**src/rtl/div_step_pkg.sv**
```systemverilog
package div_step_pkg;
  typedef enum logic [1:0] {
    MODE_SSTEP   = 2'b00,
    MODE_USTEP   = 2'b01,
    MODE_ADJ     = 2'b10,
    MODE_ADJ_ALT = 2'b11
  } dstep_mode_e;

  localparam int unsigned DATA_W_DEF = 32;
  localparam int unsigned STEPS_DEF  = 8;
endpackage

```
**src/rtl/div_step_iter.sv**
```systemverilog
// One radix-2 iteration, signed or unsigned.
module div_step_iter #(
  parameter int unsigned W = 32
) (
  input  logic [W-1:0] rem_i,
  input  logic [W-1:0] quo_i,
  input  logic [W-1:0] div_i,
  input  logic         uns_i,
  input  logic         dvd_sign_i,
  input  logic         q_sign_i,
  output logic [W-1:0] rem_o,
  output logic [W-1:0] quo_o
);
  logic [W-1:0] rem_sh;
  logic [W-1:0] addend;
  logic [W-1:0] trial_s;
  logic [W:0]   trial_u;
  logic         keep_s;
  logic         keep_u;
  logic         q_bit;

  always_comb begin
    rem_sh  = {rem_i[W-2:0], quo_i[W-1]};
    addend  = q_sign_i ? div_i : (~div_i + W'(1));
    trial_s = rem_sh + addend;
    trial_u = {1'b0, rem_sh} - {1'b0, div_i};
    keep_s  = (trial_s[W-1] == dvd_sign_i);
    keep_u  = ~trial_u[W];
    if (uns_i) begin
      rem_o = keep_u ? trial_u[W-1:0] : rem_sh;
      q_bit = keep_u;
    end else begin
      rem_o = keep_s ? trial_s : rem_sh;
      q_bit = keep_s ? ~q_sign_i : q_sign_i;
    end
    quo_o = {quo_i[W-2:0], q_bit};
  end
endmodule

```
**src/rtl/div_step_adjust.sv**
```systemverilog
// Post-division correction of quotient and remainder.
module div_step_adjust #(
  parameter int unsigned W = 32
) (
  input  logic [2*W-1:0] pair_i,
  input  logic [W-1:0]   div_i,
  output logic [2*W-1:0] pair_o
);
  logic [W-1:0] hi, lo, neg_div;
  logic x_sign, q_sign, eq_pos, eq_neg, inc;

  always_comb begin
    hi      = pair_i[2*W-1:W];
    lo      = pair_i[W-1:0];
    neg_div = '0 - div_i;
    x_sign  = pair_i[2*W-1];
    q_sign  = x_sign ^ div_i[W-1];
    eq_pos  = x_sign & (hi == div_i);
    eq_neg  = x_sign & (hi == neg_div);
    inc     = (q_sign & ~eq_neg) | eq_pos;
    pair_o[W-1:0]   = inc ? lo + W'(1) : lo;
    pair_o[2*W-1:W] = (eq_pos | eq_neg) ? '0 : hi;
  end
endmodule

```
**src/rtl/div_step_ctrl.sv**
```systemverilog
// Start/busy/done sequencing and iteration count.
module div_step_ctrl #(
  parameter int unsigned ITER = 8
) (
  input  logic clk_i,
  input  logic rst_ni,
  input  logic start_i,
  input  logic adj_i,
  output logic accept_o,
  output logic busy_o,
  output logic done_o
);
  localparam int unsigned CNT_W = $clog2(ITER + 1);
  localparam int unsigned LAST  = ITER - 1;

  logic [CNT_W-1:0] cnt_q;
  logic busy_q, done_q, last;

  assign accept_o = start_i & ~busy_q;
  assign last     = (cnt_q == CNT_W'(LAST));
  assign busy_o   = busy_q;
  assign done_o   = done_q;

  always_ff @(posedge clk_i or negedge rst_ni) begin
    if (!rst_ni) begin
      cnt_q  <= '0;
      busy_q <= 1'b0;
      done_q <= 1'b0;
    end else if (accept_o) begin
      cnt_q  <= '0;
      busy_q <= ~adj_i;
      done_q <= adj_i;
    end else if (busy_q) begin
      cnt_q  <= cnt_q + CNT_W'(1);
      busy_q <= ~last;
      done_q <= last;
    end else begin
      done_q <= 1'b0;
    end
  end


  cnt_range_chk: assert property (@(posedge clk_i) disable iff (!rst_ni)
    busy_q |-> (cnt_q <= CNT_W'(LAST)));

  busy_done_excl_chk: assert property (@(posedge clk_i) disable iff (!rst_ni)
    !(busy_o && done_o));

  done_pulse_chk: assert property (@(posedge clk_i) disable iff (!rst_ni)
    done_o |=> !done_o || $past(accept_o));

  done_on_fall_chk: assert property (@(posedge clk_i) disable iff (!rst_ni)
    $fell(busy_o) |-> done_o);

  adj_one_cycle_chk: assert property (@(posedge clk_i) disable iff (!rst_ni)
    (accept_o && adj_i) |=> (done_o && !busy_o));

  step_start_chk: assert property (@(posedge clk_i) disable iff (!rst_ni)
    (accept_o && !adj_i) |=> busy_o);
endmodule

```
**src/rtl/div_step_unit.sv**
```systemverilog
module div_step_unit
  import div_step_pkg::*;
#(
  parameter int unsigned DATA_W = DATA_W_DEF,
  parameter int unsigned STEPS  = STEPS_DEF
) (
  input  logic                clk_i,
  input  logic                rst_ni,
  input  logic                start_i,
  input  logic [1:0]          mode_i,
  input  logic [2*DATA_W-1:0] pair_i,
  input  logic [DATA_W-1:0]   divisor_i,
  output logic [2*DATA_W-1:0] pair_o,
  output logic                busy_o,
  output logic                done_o
);
  localparam int unsigned PW = 2 * DATA_W;

  dstep_mode_e mode;
  logic is_adj, accept;
  logic [DATA_W-1:0] rem_q, quo_q, div_q, rem_nx, quo_nx;
  logic dvd_sign_q, q_sign_q, uns_q;
  logic [PW-1:0] adj_pair;

  assign mode   = dstep_mode_e'(mode_i);
  assign is_adj = (mode == MODE_ADJ) || (mode == MODE_ADJ_ALT);

  div_step_ctrl #(.ITER(STEPS)) i_ctrl (
    .clk_i    (clk_i),
    .rst_ni   (rst_ni),
    .start_i  (start_i),
    .adj_i    (is_adj),
    .accept_o (accept),
    .busy_o   (busy_o),
    .done_o   (done_o)
  );

  div_step_iter #(.W(DATA_W)) i_iter (
    .rem_i      (rem_q),
    .quo_i      (quo_q),
    .div_i      (div_q),
    .uns_i      (uns_q),
    .dvd_sign_i (dvd_sign_q),
    .q_sign_i   (q_sign_q),
    .rem_o      (rem_nx),
    .quo_o      (quo_nx)
  );

  div_step_adjust #(.W(DATA_W)) i_adj (
    .pair_i (pair_i),
    .div_i  (divisor_i),
    .pair_o (adj_pair)
  );

  always_ff @(posedge clk_i or negedge rst_ni) begin
    if (!rst_ni) begin
      rem_q      <= '0;
      quo_q      <= '0;
      div_q      <= '0;
      dvd_sign_q <= 1'b0;
      q_sign_q   <= 1'b0;
      uns_q      <= 1'b0;
    end else if (accept) begin
      div_q      <= divisor_i;
      uns_q      <= (mode == MODE_USTEP);
      dvd_sign_q <= pair_i[PW-1];
      q_sign_q   <= pair_i[PW-1] ^ divisor_i[DATA_W-1];
      if (is_adj) {rem_q, quo_q} <= adj_pair;
      else        {rem_q, quo_q} <= pair_i;
    end else if (busy_o) begin
      rem_q <= rem_nx;
      quo_q <= quo_nx;
    end
  end

  assign pair_o = {rem_q, quo_q};


  start_ignored_chk: assert property (@(posedge clk_i) disable iff (!rst_ni)
    busy_o |=> $stable(div_q));

  idle_hold_chk: assert property (@(posedge clk_i) disable iff (!rst_ni)
    (!busy_o && !start_i) |=> $stable(pair_o));
endmodule

```
**config.mk**
```make
export PLATFORM = sky130hd
export DESIGN_NAME = div_step_unit
export DESIGN_NICKNAME = d
export VERILOG_FILES = /design/src/rtl/div_step_pkg.sv /design/src/rtl/div_step_iter.sv /design/src/rtl/div_step_adjust.sv /design/src/rtl/div_step_ctrl.sv /design/src/rtl/div_step_unit.sv
export SDC_FILE = /design/constraint.sdc
export NUM_CORES = 1
export LEC_CHECK = 0
export ABC_AREA = 1
export CAP_MARGIN = 10
export CORE_MARGIN = 2
export CORE_UTILIZATION = 45
export DETAILED_ROUTE_END_ITERATION = 12
export DONT_BUFFER_PORTS = 1
export PLACE_DENSITY_LB_ADDON = 0.3
export SLEW_MARGIN = 20
export SYNTH_ARGS = -nofsm -noshare
export SYNTH_HDL_FRONTEND = slang
export SYNTH_SLANG_ARGS = --single-unit
```
**constraint.sdc**
```tcl
create_clock -name clk_i -period 7.99 [get_ports clk_i]
set_clock_uncertainty 0.1 [all_clocks]
set_input_delay 0.3995 -clock clk_i [delete_from_list [all_inputs] [get_ports clk_i]]
set_output_delay 0.3995 -clock clk_i [all_outputs]
set_load 0.02 [all_outputs]
```
**Word-level counts from Yosys, hierarchy flattened**

Index checks and enable logic that the tools add are counted.

- Flip-flop bits (word level): 105
- Input port bits: 101
- Memory bits (writable): 0
- Latch bits: 0
- Memories: 0
- ROM bits: 0

- Eq/ne operators: 7
- $add $sub $neg: 6
- Muxes and demuxes: 20
- Multiply operators: 0
- Magnitude comparators: 0
- Divide/modulo/power cells: 0
- Bitwise logic cells: 14
- Shifts and indexed selects: 0
- Reductions and logical operators: 2

Operator list:

| kind | number |
|---|---|
| $mux W32 | 12 |
| $add A32 B1 Y32 const B | 2 |
| $eq A32 B32 Y1 | 2 |
| $sub A32 B32 Y33 | 1 |
| $add A32 B32 Y32 | 1 |
| $not A32 Y32 | 1 |
| $sub A1 B32 Y32 const A | 1 |
| $mux W4 | 2 |
| $mux W1 | 6 |
| $not A1 Y1 | 6 |
| $add A4 B1 Y4 const B | 1 |
| $and A1 B1 Y1 | 4 |
| $eq A2 B2 Y1 const B | 2 |
| $eq A4 B3 Y1 const B | 1 |
| $eq A2 B1 Y1 const B | 1 |
| $or A1 B1 Y1 | 2 |
| $reduce_bool A2 Y1 | 1 |
| $eq A1 B1 Y1 | 1 |
| $logic_or A1 B1 Y1 | 1 |
| $xor A1 B1 Y1 | 1 |

**Logic depth before layout (Yosys ltp)**

- Depth after elaboration: 9
- Gate-level depth with buffers: 33
- Gate-level depth less buffers: 33

**Modules after synthesis**

A second synthesis with hierarchy kept.

- Cells, all modules: 2719
- Area, all modules: 15964.1 sq um

Modules (own cells, without submodules):

| module | instances | cells each | area an instance (sq um) |
|---|---|---|---|
| div_step_iter | 1 | 1255 | 6752.7 |
| div_step_unit | 1 | 769 | 5814.3 |
| div_step_adjust | 1 | 659 | 3116.7 |
| div_step_ctrl | 1 | 36 | 280.3 |

**Worst setup path after synthesis**

Ideal clock, no wire load.

- Path type: reg2reg
- Start point: register div_q[1]
- End point: register rem_q[0]
- Arrival: 3.892 ns
- Cell stages (with the launch flop): 30
- Clock period less this slack: 4.122 ns
- Buffers on the path: 1
- Data required time: 7.760 ns
- Slack: 3.868 ns
- Cells stage by stage: dfrtp_1 -> inv_1 -> ha_1 -> nand2_1 -> nor2_1 -> nand3_1 -> nor3_1 -> nand2_1 -> nor3_1 -> nand2_1 -> nand2_1 -> o211ai_1 -> a21oi_1 -> nand2_1 -> xor2_1 -> ha_1 -> nand2_1 -> nor2_1 -> nand2_1 -> nor3_1 -> nand2_1 -> nand2_1 -> nand2_1 -> nand3_1 -> nand2_2 -> nand2_4 -> nand2_4 -> buf_6 -> o211ai_1 -> nand3_1

- Longest elaborated chain between the ends: 9
- Elaborated cells between the ends (all ways): 11

Ends and longest elaborated chain:

| item | RTL line | RTL |
|---|---|---|
| start: declaration | div_step_unit.sv:21 | `logic [DATA_W-1:0] rem_q, quo_q, div_q, rem_nx, quo_nx;` |
| start signal: assignment | div_step_unit.sv:64 | `div_q <= divisor_i;` |
| $not A32 Y32 | div_step_iter.sv:24 | `addend = q_sign_i ? div_i : (~div_i + W'(1));` |
| $add A32 B1 Y32 | div_step_iter.sv:24 |  |
| $mux W32 | div_step_iter.sv:24 |  |
| $add A32 B32 Y32 | div_step_iter.sv:25 | `trial_s = rem_sh + addend;` |
| $eq A1 B1 Y1 | div_step_iter.sv:27 | `keep_s = (trial_s[W-1] == dvd_sign_i);` |
| $mux W32 | div_step_iter.sv:33 | `rem_o = keep_s ? trial_s : rem_sh;` |
| $mux W32 (*) | div_step_iter.sv:29 | `if (uns_i) begin` |
| $mux W32 (*) | div_step_unit.sv:70 | `end else if (busy_o) begin` |
| $mux W32 (*) | div_step_unit.sv:63 | `end else if (accept) begin` |
| end signal: assignment | div_step_unit.sv:68 | `if (is_adj) {rem_q, quo_q} <= adj_pair;` |
| end signal: assignment | div_step_unit.sv:69 | `else {rem_q, quo_q} <= pair_i;` |
| end signal: assignment | div_step_unit.sv:71 | `rem_q <= rem_nx;` |
| end: declaration | div_step_unit.sv:21 |  |

Every way passes the cells marked *; elsewhere a longest branch is shown, timed or not. The select of a mux whose other input is x is not followed.
A chain may end at the register's enable or synchronous reset.

**Worst setup path in the final report**

- Start point: register div_q[1]
- End point: register rem_q[31]

The elaborated chain is that of the path after synthesis.

==> impl_metrics.tcl <==
set metrics [dict create \
    timing.critical_path.mode_cell "nand2_1" \
    clock_path_buffers 2 \
    cts_made_buffers 9 \
    postCtsResizedCells 0 \
    drcViolationCount 0 \
    synth-seq-cells 105 \
    cts_num_sinks 105 \
    crit_slowest_cell "dfrtp_1" \
    cts_tree "done" \
    drtAntennaViolNets 0 \
    rrSetupSlack_ns 2.77 \
    critPathMaxStageDelay_ns 0.40 \
    dieHeight_um 166.9 \
    ys_warn_count 0 \
    post-route-period-util_pct 65.33 \
    diodes 0 \
    crit_arrival_ns 5.42 \
    holdCritPathClass "input port to flop" \
    rr_worst_depth 31 \
    vias 13010 \
    fmax_mhz 191.6 \
    post_drt_wl_per_cell_um 20.10 \
    synthCells 1900 \
    worstSetupStartpointType "flop" \
    grt_overflow 0 \
    post-cts-setup-buffers 0 \
    via_per_inst 5.890 \
    grt_use_total_pct 31.44 \
    clk_latency_ns 0.37 \
    period_needed_ns 5.220 \
    seq_area_frac_synth_pct 22.00 \
    portBuffers 0 \
    core_area_um2 26060 \
    die_area_um2 27860 \
    antenna_found_initial 1 \
    finalHoldViolCount 0 \
    holdCritStartpoint "mode_i[1]" \
    hold_path_depth 1 \
    drt_iter0_markers 1253 \
    grt_max_degree 117 \
    h-tree-depth 3 \
    synth-edff-count 0 \
    worst_pin_slew_ns 0.8262 \
    wirelength_um 44390 \
    die_w_um 166.9 \
    nets 2042 \
    synth_area_leaders "dfrtp_1 22%, nand2_1 16%, nand3_1 7.7%" \
    dr.pass1.iters 5 \
    rsz0062_at_grt "no" \
    synthFlopType "dfrtp_1" \
    rr_endpoint "rem_q[31]" \
    drv_cap 0 \
    status "finished clean" \
    tns_ns 0 \
    syn_area_um2 11950 \
    crit_required_ns 8.19 \
    hpwl_um 36190 \
    slew_headroom_pct 44.79 \
    area_growth_pct 4.713 \
    root_buffer "clkbuf_16" \
    min_to "i_ctrl.busy_o" \
    grt_pass1_wl_um 69170 \
    criticalPathCategory "flop to flop" \
    setup-violations-final 0 \
    clk_pin_slew_ns 0.08 \
    row_count 59 \
    drive_gt1_share_pct 3.469 \
    gp_congestion 1.003 \
    yosysTopAreaCell "dfrtp_1" \
    io_pins 167 \
    grt_pass1_vias 12410 \
    ys_async_sr_fraction_pct 100.0 \
    synth_top_area_share_pct 22.00 \
    syn_nets 2073 \
    worstPathMaxFanout 19 \
    reg2reg_from "div_q[1]" \
    yosysUniqueCellTypes 50 \
    final-max-slew-violation-count 0 \
    start_util_pct 45.84 \
    syn_avg_cell_area_um2 6.287 \
    endpoint_kind "flop" \
]
==> worst max-delay path: cells and delay by family (launching register included) <==
family / cells / cell delay (ns)
compound gates: 3 / 0.58
flops: 1 / 0.40
fa+ha+maj: 2 / 0.57
simple gates: 23 / 3.01
xor+xnor: 1 / 0.15
buf+inv: 2 / 0.33
==> registers in the layout, summed over array words and instances, names as in the netlist <==
register       flops
quo_q             32
i_ctrl.busy_o      1
i_ctrl.done_o      1
q_sign_q           1
div_q             32
uns_q              1
dvd_sign_q         1
i_ctrl.cnt_q       4
rem_q             32
==> area by class of cell <==
cell class	count	area (um^2)
Fill cell	2775	13550
Multi-Input combinational cell	1536	8314
Sequential cell	105	2629
Inverter	209	784.5
Tap cell	335	419.2
Clock buffer	13	240.2
Timing Repair Buffer	8	95.09
Clock inverter	3	26.28
==> metrics by stage <==
| step | instance area [um^2] | std cells | worst slack (ns) | hold slack [ns] | util (%) |
|---|---|---|---|---|---|
| finish | 12510 | 2209 | 2.770 | 0.03070 | 48.00 |
| global route | 12510 | 2209 | 2.095 | 0.04466 | 48.00 |
| CTS | 12490 | 2208 | 2.837 | 0.02903 | 47.91 |
| floorplan | 11950 | 1900 | 3.868 | 0.003909 | - |
| detailed placement | 12180 | 2190 | 2.866 | 0.005457 | 46.75 |
| global placement | 12180 | 2190 | 3.029 | 0.005566 | 46.75 |
==> cell families (layout without fill, tap and decap cells) <==
group | after synthesis | count (layout) | share of synthesized area (%)
XOR/XNOR | 125 | 125 | 9.228
buffers and inverters | 259 | 233 | 8.547
adder cells (fa/ha/maj) | 72 | 72 | 7.667
AO/OA/AOI/OAI | 333 | 333 | 15.98
flip-flops | 105 | 105 | 22.00
AND/OR/NAND/NOR | 1006 | 1006 | 36.58
==> worst max-delay path by stage <==
stage | slack [ns] | end | startpoint
detailed placement | 2.87 | rem_q[18] | div_q[1]
CTS | 2.84 | rem_q[18] | div_q[1]
global route | 2.09 | rem_q[18] | div_q[1]
global placement | 3.03 | rem_q[30] | div_q[1]
floorplan | 3.87 | rem_q[0] | div_q[1]
finish | 2.77 | rem_q[31] | div_q[1]
==> cells in the mapped netlist (all sizes together) (28+ instances only) <==
cell    count
a21oi     105
a22oi      30
clkbuf     28
dfrtp     105
ha         70
inv       206
nand2     520
nand3     186
nand4      44
nor2      196
nor3       37
o21ai     126
xnor2      36
xor2       89
==> placed cells by master, fill, tap and decap left out, drive strengths merged, types with 30 or more instances in the layout <==
master,netlist,final
dfrtp,105,105
a22oi,30,30
nor2,196,196
o21ai,126,126
inv,206,207
nand2,520,520
nand3,186,186
xor2,89,89
a21oi,105,105
nand4,44,44
ha,70,70
xnor2,36,36
nor3,37,37
==> routing by layer <==
metal  vias to the layer above  GRT usage [%]  wire [um]
met2                       645          51.48      20320
met5                         -              0          9
met1                      5994          41.14      18050
met4                         2          10.08       1432
li1                       6287              -          -
met3                        84          7.129       4576
==> timing repair <==
| item | in CTS | in global routing |
|---|---|---|
| setup endpoints to repair | 0 | 0 |
| hold buffers | 2 | 0 |
| hold endpoints to repair | 105 | 0 |
Power is left out: the tool's default activity adds up to more than one toggle a clock period on the data nets, which glitch-free logic cannot reach.
